File: config.mk
export PLATFORM = sky130hd
export DESIGN_NAME = cplx_wrap_top
export DESIGN_NICKNAME = d
export VERILOG_FILES = /design/src/rtl/cplx_wrap_pkg.sv /design/src/rtl/cplx_wrap_ctrl.sv /design/src/rtl/cplx_wrap_dp.sv /design/src/rtl/cplx_wrap_top.sv
export SDC_FILE = /design/constraint.sdc
export NUM_CORES = 1
export LEC_CHECK = 0
export ABC_AREA = 0
export ABC_CLOCK_PERIOD_IN_PS = 6500
export BUFFER_PORTS_ARGS = -buffer_cell sky130_fd_sc_hd__clkbuf_2
export CAP_MARGIN = 25
export CELL_PAD_IN_SITES_DETAIL_PLACEMENT = 1
export CELL_PAD_IN_SITES_GLOBAL_PLACEMENT = 1
export CORE_UTILIZATION = 30
export DETAILED_ROUTE_END_ITERATION = 10
export MAX_ROUTING_LAYER = met4
export PLACE_DENSITY = 0.6
export SYNTH_ARGS = -nofsm -noshare
export SYNTH_HDL_FRONTEND = slang
export SYNTH_SLANG_ARGS = --single-unit
File: constraint.sdc
create_clock -name clk -period 6.5 [get_ports clk]
set_input_delay 0.65 -clock clk [delete_from_list [all_inputs] [get_ports clk]]
set_output_delay 0.65 -clock clk [all_outputs]
set_load 0.02 [all_outputs]
File: src/rtl/cplx_wrap_pkg.sv
package cplx_wrap_pkg;

  typedef enum logic [1:0] {
    ST_IDLE    = 2'd0,
    ST_WAIT_B  = 2'd1,
    ST_RUN     = 2'd2,
    ST_RESPOND = 2'd3
  } wrapState_t;

  // strobes from control to datapath
  typedef struct packed {
    logic loadA;
    logic loadB;
    logic stepRe;
    logic stepIm;
  } dpCtl_t;

endpackage

File: src/rtl/cplx_wrap_ctrl.sv
module cplx_wrap_ctrl
  import cplx_wrap_pkg::*;
#(
  parameter int RUN_CYCLES = 3
) (
  input  logic   clk,
  input  logic   rstN,
  input  logic   instrValid,
  input  logic   opAValid,
  input  logic   opBValid,
  output dpCtl_t dpCtl,
  output logic   respond,
  output logic   inRun
);

  localparam int CNT_W = $clog2(RUN_CYCLES + 1);
  localparam logic [CNT_W-1:0] LAST_CNT = CNT_W'(RUN_CYCLES - 1);

  wrapState_t state, stateNext;
  logic [CNT_W-1:0] runCnt;
  logic takeReq;

  // a request may start only when the engine is free
  assign takeReq = instrValid && opAValid &&
                   ((state == ST_IDLE) || (state == ST_RESPOND));

  always_comb begin
    stateNext = state;
    dpCtl     = '0;
    unique case (state)
      ST_IDLE, ST_RESPOND: begin
        if (takeReq) begin
          dpCtl.loadA = 1'b1;
          if (opBValid) begin
            dpCtl.loadB = 1'b1;
            stateNext   = ST_RUN;
          end else begin
            stateNext = ST_WAIT_B;
          end
        end else begin
          stateNext = ST_IDLE;
        end
      end
      ST_WAIT_B: begin
        if (opBValid) begin
          dpCtl.loadB = 1'b1;
          stateNext   = ST_RUN;
        end
      end
      ST_RUN: begin
        dpCtl.stepRe = (runCnt == '0);
        dpCtl.stepIm = (runCnt == CNT_W'(1));
        if (runCnt == LAST_CNT) stateNext = ST_RESPOND;
      end
      default: stateNext = ST_IDLE;
    endcase
  end

  always_ff @(posedge clk or negedge rstN) begin
    if (!rstN) begin
      state  <= ST_IDLE;
      runCnt <= '0;
    end else begin
      state <= stateNext;
      if (state == ST_RUN) runCnt <= runCnt + CNT_W'(1);
      else                 runCnt <= '0;
    end
  end

  assign respond = (state == ST_RESPOND);
  assign inRun   = (state == ST_RUN);

endmodule

File: src/rtl/cplx_wrap_dp.sv
module cplx_wrap_dp
  import cplx_wrap_pkg::*;
#(
  parameter int WORD_W = 32
) (
  input  logic              clk,
  input  logic              rstN,
  input  dpCtl_t            dpCtl,
  input  logic [WORD_W-1:0] opA,
  input  logic [WORD_W-1:0] opB,
  output logic [WORD_W-1:0] resultWord
);

  localparam int HALF_W = WORD_W / 2;

  logic [WORD_W-1:0] regA, regB;
  logic signed [HALF_W-1:0] aRe, aIm, bRe, bIm;
  logic signed [HALF_W-1:0] mulX, mulY, partSum;
  logic [HALF_W-1:0] reRes, imRes;

  assign aRe = regA[WORD_W-1:HALF_W];
  assign aIm = regA[HALF_W-1:0];
  assign bRe = regB[WORD_W-1:HALF_W];
  assign bIm = regB[HALF_W-1:0];

  // two shared multipliers, low half only; phase picks the cross terms
  always_comb begin
    if (dpCtl.stepRe) begin
      mulX    = aRe * bRe;
      mulY    = aIm * bIm;
      partSum = mulX - mulY;
    end else begin
      mulX    = aRe * bIm;
      mulY    = aIm * bRe;
      partSum = mulX + mulY;
    end
  end

  always_ff @(posedge clk or negedge rstN) begin
    if (!rstN) begin
      regA  <= '0;
      regB  <= '0;
      reRes <= '0;
      imRes <= '0;
    end else begin
      if (dpCtl.loadA)  regA  <= opA;
      if (dpCtl.loadB)  regB  <= opB;
      if (dpCtl.stepRe) reRes <= partSum;
      if (dpCtl.stepIm) imRes <= partSum;
    end
  end

  assign resultWord = {reRes, imRes};

endmodule

File: src/rtl/cplx_wrap_top.sv
module cplx_wrap_top
  import cplx_wrap_pkg::*;
#(
  parameter int WORD_W     = 32,
  parameter int RUN_CYCLES = 3
) (
  input  logic              clk,
  input  logic              rstN,
  input  logic              instrValid,
  input  logic              opAValid,
  input  logic [WORD_W-1:0] opA,
  input  logic              opBValid,
  input  logic [WORD_W-1:0] opB,
  output logic              done,
  output logic              resultValid,
  output logic [WORD_W-1:0] result
);

  dpCtl_t dpCtl;
  logic ctlRespond, ctlInRun;
  logic [WORD_W-1:0] resultWord;

  cplx_wrap_ctrl #(.RUN_CYCLES(RUN_CYCLES)) u_ctrl (
    .clk       (clk),
    .rstN      (rstN),
    .instrValid(instrValid),
    .opAValid  (opAValid),
    .opBValid  (opBValid),
    .dpCtl     (dpCtl),
    .respond   (ctlRespond),
    .inRun     (ctlInRun)
  );

  cplx_wrap_dp #(.WORD_W(WORD_W)) u_dp (
    .clk       (clk),
    .rstN      (rstN),
    .dpCtl     (dpCtl),
    .opA       (opA),
    .opB       (opB),
    .resultWord(resultWord)
  );

  assign done        = ctlRespond;
  assign resultValid = ctlRespond;
  assign result      = ctlRespond ? resultWord : '0;

endmodule

==> results of run 1 <==
[worst paths after layout]
check	start	end	slack (ns)	cells past startpoint
worst min register to register	u_dp.reRes[2]	u_dp.reRes[2]	0.48	2
max in group asynchronous	rstN	u_dp.regB[17]	4.84	2
min in group clk	u_dp.reRes[2]	u_dp.reRes[2]	0.48	2
worst min-delay path	rstN	u_dp.imRes[14]	0.24	1
worst max register to register	u_dp.regB[19]	u_dp.imRes[15]	-0.18	25
worst max-delay path	u_dp.regB[19]	u_dp.imRes[15]	-0.18	25
[final cells by class]
cell class              count  share of cell area
clock buffers               9             0.00872
repair buffers            379               0.125
well taps                 940              0.0455
flip-flops and latches    100              0.0977
multi-input cells        1554               0.645
clock inverters             7             0.00344
inverters                 512              0.0744
[per-layer routing]
layer / share of wire / global-route usage / vias up / wire (um)
li1: - / - / 7213 / -
met1: 0.46 / 0.264 / 8037 / 31100
met2: 0.49 / 0.343 / 253 / 32900
met3: 0.026 / 0.0173 / 62 / 1710
met4: 0.020 / 0.0395 / 0 / 1350
met5: 0 / - / - / 0
[worst max-delay path, stage by stage, from the launching register on]
cell and delay, ns:
dfrtp_1 0.42, buf_6 0.14, buf_12 0.13, and2_4 0.14, fa_1 0.56, inv_2 0.05
fa_1 0.54, inv_2 0.04, fa_1 0.49, ha_4 0.28, inv_2 0.03, fa_1 0.51
inv_2 0.04, fa_1 0.50, inv_2 0.05, fa_2 0.45, fa_1 0.52, inv_1 0.05
ha_2 0.17, or3_4 0.33, o211ai_1 0.28, o21ai_2 0.11, o41ai_2 0.29, xnor2_2 0.18
nor2_2 0.08, o31ai_2 0.21
[stage by stage]
step / utilization / TNS, ns
6_report: 0.370 / -1.16
5_1_grt: 0.370 / -3.75
4_1_cts: 0.366 / -1.05
3_5_place_dp: 0.351 / -3.19
3_3_place_gp: 0.351 / -2.36
2_1_floorplan: - / 0
[state kept, by name (all words and copies together) (netlist names)]
| signal | flops |
|---|---|
| u_dp.regA | 32 |
| u_dp.regB | 32 |
| u_dp.imRes | 16 |
| u_dp.reRes | 16 |
| u_ctrl.runCnt | 2 |
| u_ctrl.state | 2 |
[what timing repair did]
action / in CTS / in global routing
hold endpoints to repair: 0 / 0
pin swaps: 66 / 44
setup endpoints to repair: 13 / 15
resized for setup: 87 / 71
buffers inserted: 51 / 2
gates cloned: 1 / 0
[cell usage in the layout, fill, tap and decap left out, types with 20 or more instances in the layout]
master,Yosys,final
inv_1,512,493
and2_1,382,363
fa_1,369,353
nand2_1,247,245
ha_1,230,222
buf_4,1,213
xnor2_1,113,107
clkbuf_2,0,101
dfrtp_1,100,82
mux2_2,69,68
buf_12,0,40
xor2_1,31,29
buf_6,0,20
[logic make-up (layout without fill, tap and decap cells)]
| family | count (synthesis) | count (layout) | share of synthesized area |
|---|---|---|---|
| xor gates and xnor gates | 148 | 148 | 0.0635 |
| and+or+nand+nor | 665 | 665 | 0.164 |
| buffers and inverters | 623 | 907 | 0.111 |
| DFF | 100 | 100 | 0.118 |
| adders and majority gates | 599 | 599 | 0.485 |
| muxes | 73 | 73 | 0.0386 |
| AOI/OAI and AO/OA | 69 | 69 | 0.0199 |
==> run_results.csv, run 1 <==
group,metric,value,unit
outcome,status,"finished with violations",
outcome,failed_checks,"setup timing",
clocking,htreeDepth,3,
layout,fin_nets,3224,
logic_synthesis,yosys-top-cells-count,"inv_1, and2_1, fa_1",
global_route,grt_pass1_wl,106000,um
logic_synthesis,syn_area,21200,um^2
layout,layout-drive-gt1-share,0.227,
global_route,antenna_found_initial,0,
job,cap_violations,0,
die,core_region_area,69900,um^2
drt,ant_nets,0,
die,rows,97,
timing,tightest_slew,0.950,ns
die,die_height,268,um
critical_path,required,6.80,ns
logic_synthesis,yosys_most_used_dff,"dfrtp_1",
layout,area_growth,22.0,%
timing,min_period,6.68,ns
clocking,clock-root-buffer,"clkbuf_16",
logic_synthesis,synth_warnings,0,
global_route,gr-total-overflow,0,
global_route,grt_usage,0.202,
die,start_util,0.303,
drt,routed_wl,67000,um
place,dp_hpwl,56100,um
logic_synthesis,async_flop_share,1.00,
logic_synthesis,synth_top_area_cell,"fa_1",
clocking,cts_buffer_depth,2,
timing,worst_slack,-0.179,ns
timing,fmax,150,MHz
timing,drv_slew,0,
die,fp.dieW,268,um
timing,finalHoldViolCount,0,
die,die_area,71700,um^2
die,io_pins,103,
timing,setup_violations,11,
logic_synthesis,synthCells,2277,
critical_path,cp-start-kind,"flop",
global_route,grt_pass1_vias,18026,
layout,final_design_area_no_fill,25800,um^2
place,place_inst,3433,
logic_synthesis,synth.yosys.seq_area_share,0.118,
timing,clock_skew,0.0199,ns
clocking,cts_sinks,100,
drt,vias,15565,
drt,routedWlPerCell,19.2,um
min_path,holdCritPathClass,"in -> async",
timing,finalCritPeriodShare,1.03,
logic_synthesis,ys_ff_latch,100,
drt,drt_iter0_drc,603,
layout,insertedDiodeCount,0,
place,port_buffers,102,
layout,finalNonFillerCells,3501,
critical_path,cp-end-kind,"flop",
logic_synthesis,synth_top_area_share,0.349,
clocking,numCtsBuffers,9,
logic_synthesis,synth_area_per_cell,9.30,um^2
drt,drcViolationCount,0,
logic_synthesis,synth_area_leaders,"fa_1, ha_1, dfrtp_1",
logic_synthesis,synth-edff-count,0,
logic_synthesis,ys_types,38,
timing,hold_slack,0.242,ns
clocking,clkLatencyLatePin,0.39,ns
place,gp_congestion,0.899,
logic_synthesis,syn-num-nets,2945,
clocking,postCtsHoldBufs,0,
drt,vias_per_cell,4.45,
place,pre_cts_slack,-0.514,ns
critical_path,cp.arrival,6.98,ns
clocking,clkTransAtPathRegs,0.10,ns
layout,multiInputGateArea,16700,um^2
critical_path,crit_fanout,8,
timing,timing.slew.headroom,0.367,
layout,ff_latch_area,2520,um^2
place,placed_cell_area,24500,um^2
layout,n_fill_cell,8157,
logic_synthesis,yosysMostFrequentCell,"inv_1",
critical_path,critPathKind,"reg -> reg",
drt,first_pass_iters,5,
global_route,grt_max_degree,65,
clocking,cts_tree,"yes",
timing,rsz0062_at_grt,"yes",
Power of run 1 is not shown: default switching activity piles up to over one toggle a cycle in this logic, so the estimate is an artifact.
==> run 2, diff against run 1 <==
- SETUP_SLACK_MARGIN: not set -> 0.3
==> run_results.csv, run 2 (synthesis results as in run 1) <==
group,metric,value,unit
timing,min_period,6.69,ns
timing,timing.slew.headroom,0.334,
global_route,use_met2,0.331,
timing,finalHoldViolCount,0,
critical_path,path_cells,"buf_12 -> and2_4 -> fa_1 -> inv_2 -> fa_1 -> inv_2 -> fa_1 -> ha_1 -> inv_1 -> fa_1 -> inv_1 -> fa_1 -> fa_1 -> inv_1 -> fa_1 -> inv_2 -> ha_4 -> or3_4 -> o211ai_1 -> o21ai_2 -> o41ai_4 -> xnor2_2 -> nor2_2 -> o31ai_2",
critical_path,path_buf_inv,7,
place,port_buffers,102,
place,pre_cts_slack,-0.457,ns
timing,setup_violations,7,
job,cap_violations,0,
clocking,cts_sinks,100,
critical_path,path_depth,24,
drt,first_pass_iters,5,
timing,finalCritPeriodShare,1.03,
clocking,htreeDepth,3,
layout,insertedDiodeCount,0,
global_route,antenna_found_initial,4,
layout,layout_commonest_cell,"inv_1",
place,dp_hpwl,56300,um
outcome,failed_checks,"setup timing",
critical_path,cp-start-kind,"flop",
drt,vias,15516,
global_route,grt_use_met1,0.261,
timing,drv_slew,0,
critical_path,critPathKind,"reg -> reg",
critical_path,critical_path.top_delay_family,"adder cells",
critical_path,worst-r2r-cell-count,24,
drt,vias_per_cell,4.47,
layout,largestRegisters,"u_dp.regA (32), u_dp.regB (32)",
timing,clock_skew,0.0207,ns
critical_path,cp-end-kind,"flop",
die,fp.dieW,268,um
die,die_area,71700,um^2
drt,routedWlPerCell,19.1,um
drt,ant_nets,0,
global_route,grt_usage,0.201,
global_route,grt_pass1_vias,17889,
critical_path,critical_path.most_common_cell,"fa_1",
critical_path,crit_fanout,6,
clocking,cts_tree,"yes",
outcome,status,"finished with violations",
critical_path,required,6.81,ns
timing,rsz0062_at_grt,"yes",
die,start_util,0.303,
clocking,clock-root-buffer,"clkbuf_16",
layout,fin_nets,3196,
critical_path,crit_slowest_cell,"fa_1",
timing,fmax,149,MHz
global_route,grt_use_met3,0.0246,
die,core_region_area,69900,um^2
clocking,clkTransAtPathRegs,0.09,ns
drt,drcViolationCount,0,
die,rows,97,
global_route,top_usage_layer,"met2",
clocking,postCtsHoldBufs,0,
global_route,grt_pass1_wl,105000,um
die,die_height,268,um
die,io_pins,103,
timing,worst_slack,-0.195,ns
clocking,numCtsBuffers,9,
critical_path,cp.arrival,7.00,ns
layout,layout-drive-gt1-share,0.222,
layout,area_growth,20.6,%
drt,routed_wl,66500,um
critical_path,max_stage_delay,0.55,ns
timing,tightest_slew,0.999,ns
place,gp_congestion,0.894,
clocking,clkLatencyLatePin,0.41,ns
min_path,holdCritPathClass,"in -> async",
drt,drt_iter0_drc,578,
clocking,cts_buffer_depth,2,
global_route,gr-total-overflow,0,
layout,final_cell_mix,"inv_1, and2_1, fa_1",
global_route,grt_max_degree,65,
layout,n_fill_cell,8196,
run 2: cell count changes in the layout (fill, tap and decap cells not counted), moves of 6 or more:
cell    before  now
buf_12      40   27
buf_4      213  195
ha_1       222  216
ha_4         4   12
run 2: area by class of cell:
type,count,area [um^2],share of cell area
Multi-Input combinational cell,1554,16800,0.656
Timing Repair Buffer,351,2870,0.112
Sequential cell,100,2530,0.0991
Inverter,512,1920,0.0752
Tap cell,940,1180,0.0460
Clock buffer,9,225,0.00882
Clock inverter,7,66.3,0.00260
run 2: metrics by stage:
step | std cells | setup TNS (ns) | hold slack, ns | util | area (um^2)
after floorplan | 2277 | 0 | 0.354 | - | 21400
after global placement | 3432 | -1.08 | 0.445 | 0.351 | 24500
after detailed placement | 3432 | -2.17 | 0.453 | 0.351 | 24500
after CTS | 3462 | -0.864 | 0.221 | 0.362 | 25300
after global routing | 3473 | -3.19 | 0.242 | 0.365 | 25500
final | 3473 | -0.777 | 0.220 | 0.365 | 25500
run 2: repair_timing:
item	in CTS	in global routing
gates resized for setup	93	50
buffers inserted	13	10
setup endpoints to repair	16	15
cloned	1	1
pin swaps	41	34
run 2: path summary, 6_finish.rpt:
kind | start | to | slack [ns]
min reg2reg | u_ctrl.runCnt[0] | u_ctrl.runCnt[0] | 0.46
max in group asynchronous | rstN | u_dp.regB[6] | 4.81
max reg2reg | u_dp.regA[23] | u_dp.imRes[15] | -0.19
max | u_dp.regA[23] | u_dp.imRes[15] | -0.19
min | rstN | u_ctrl.runCnt[0] | 0.22
min in group clk | u_ctrl.runCnt[0] | u_ctrl.runCnt[0] | 0.46
run 2: layer usage:
metal	vias up	wire length (um)
met5	-	0
met4	0	1990
met2	280	31500
met1	8002	30600
met3	75	2400
li1	7159	-
Power of run 2 is left out for the same reason.
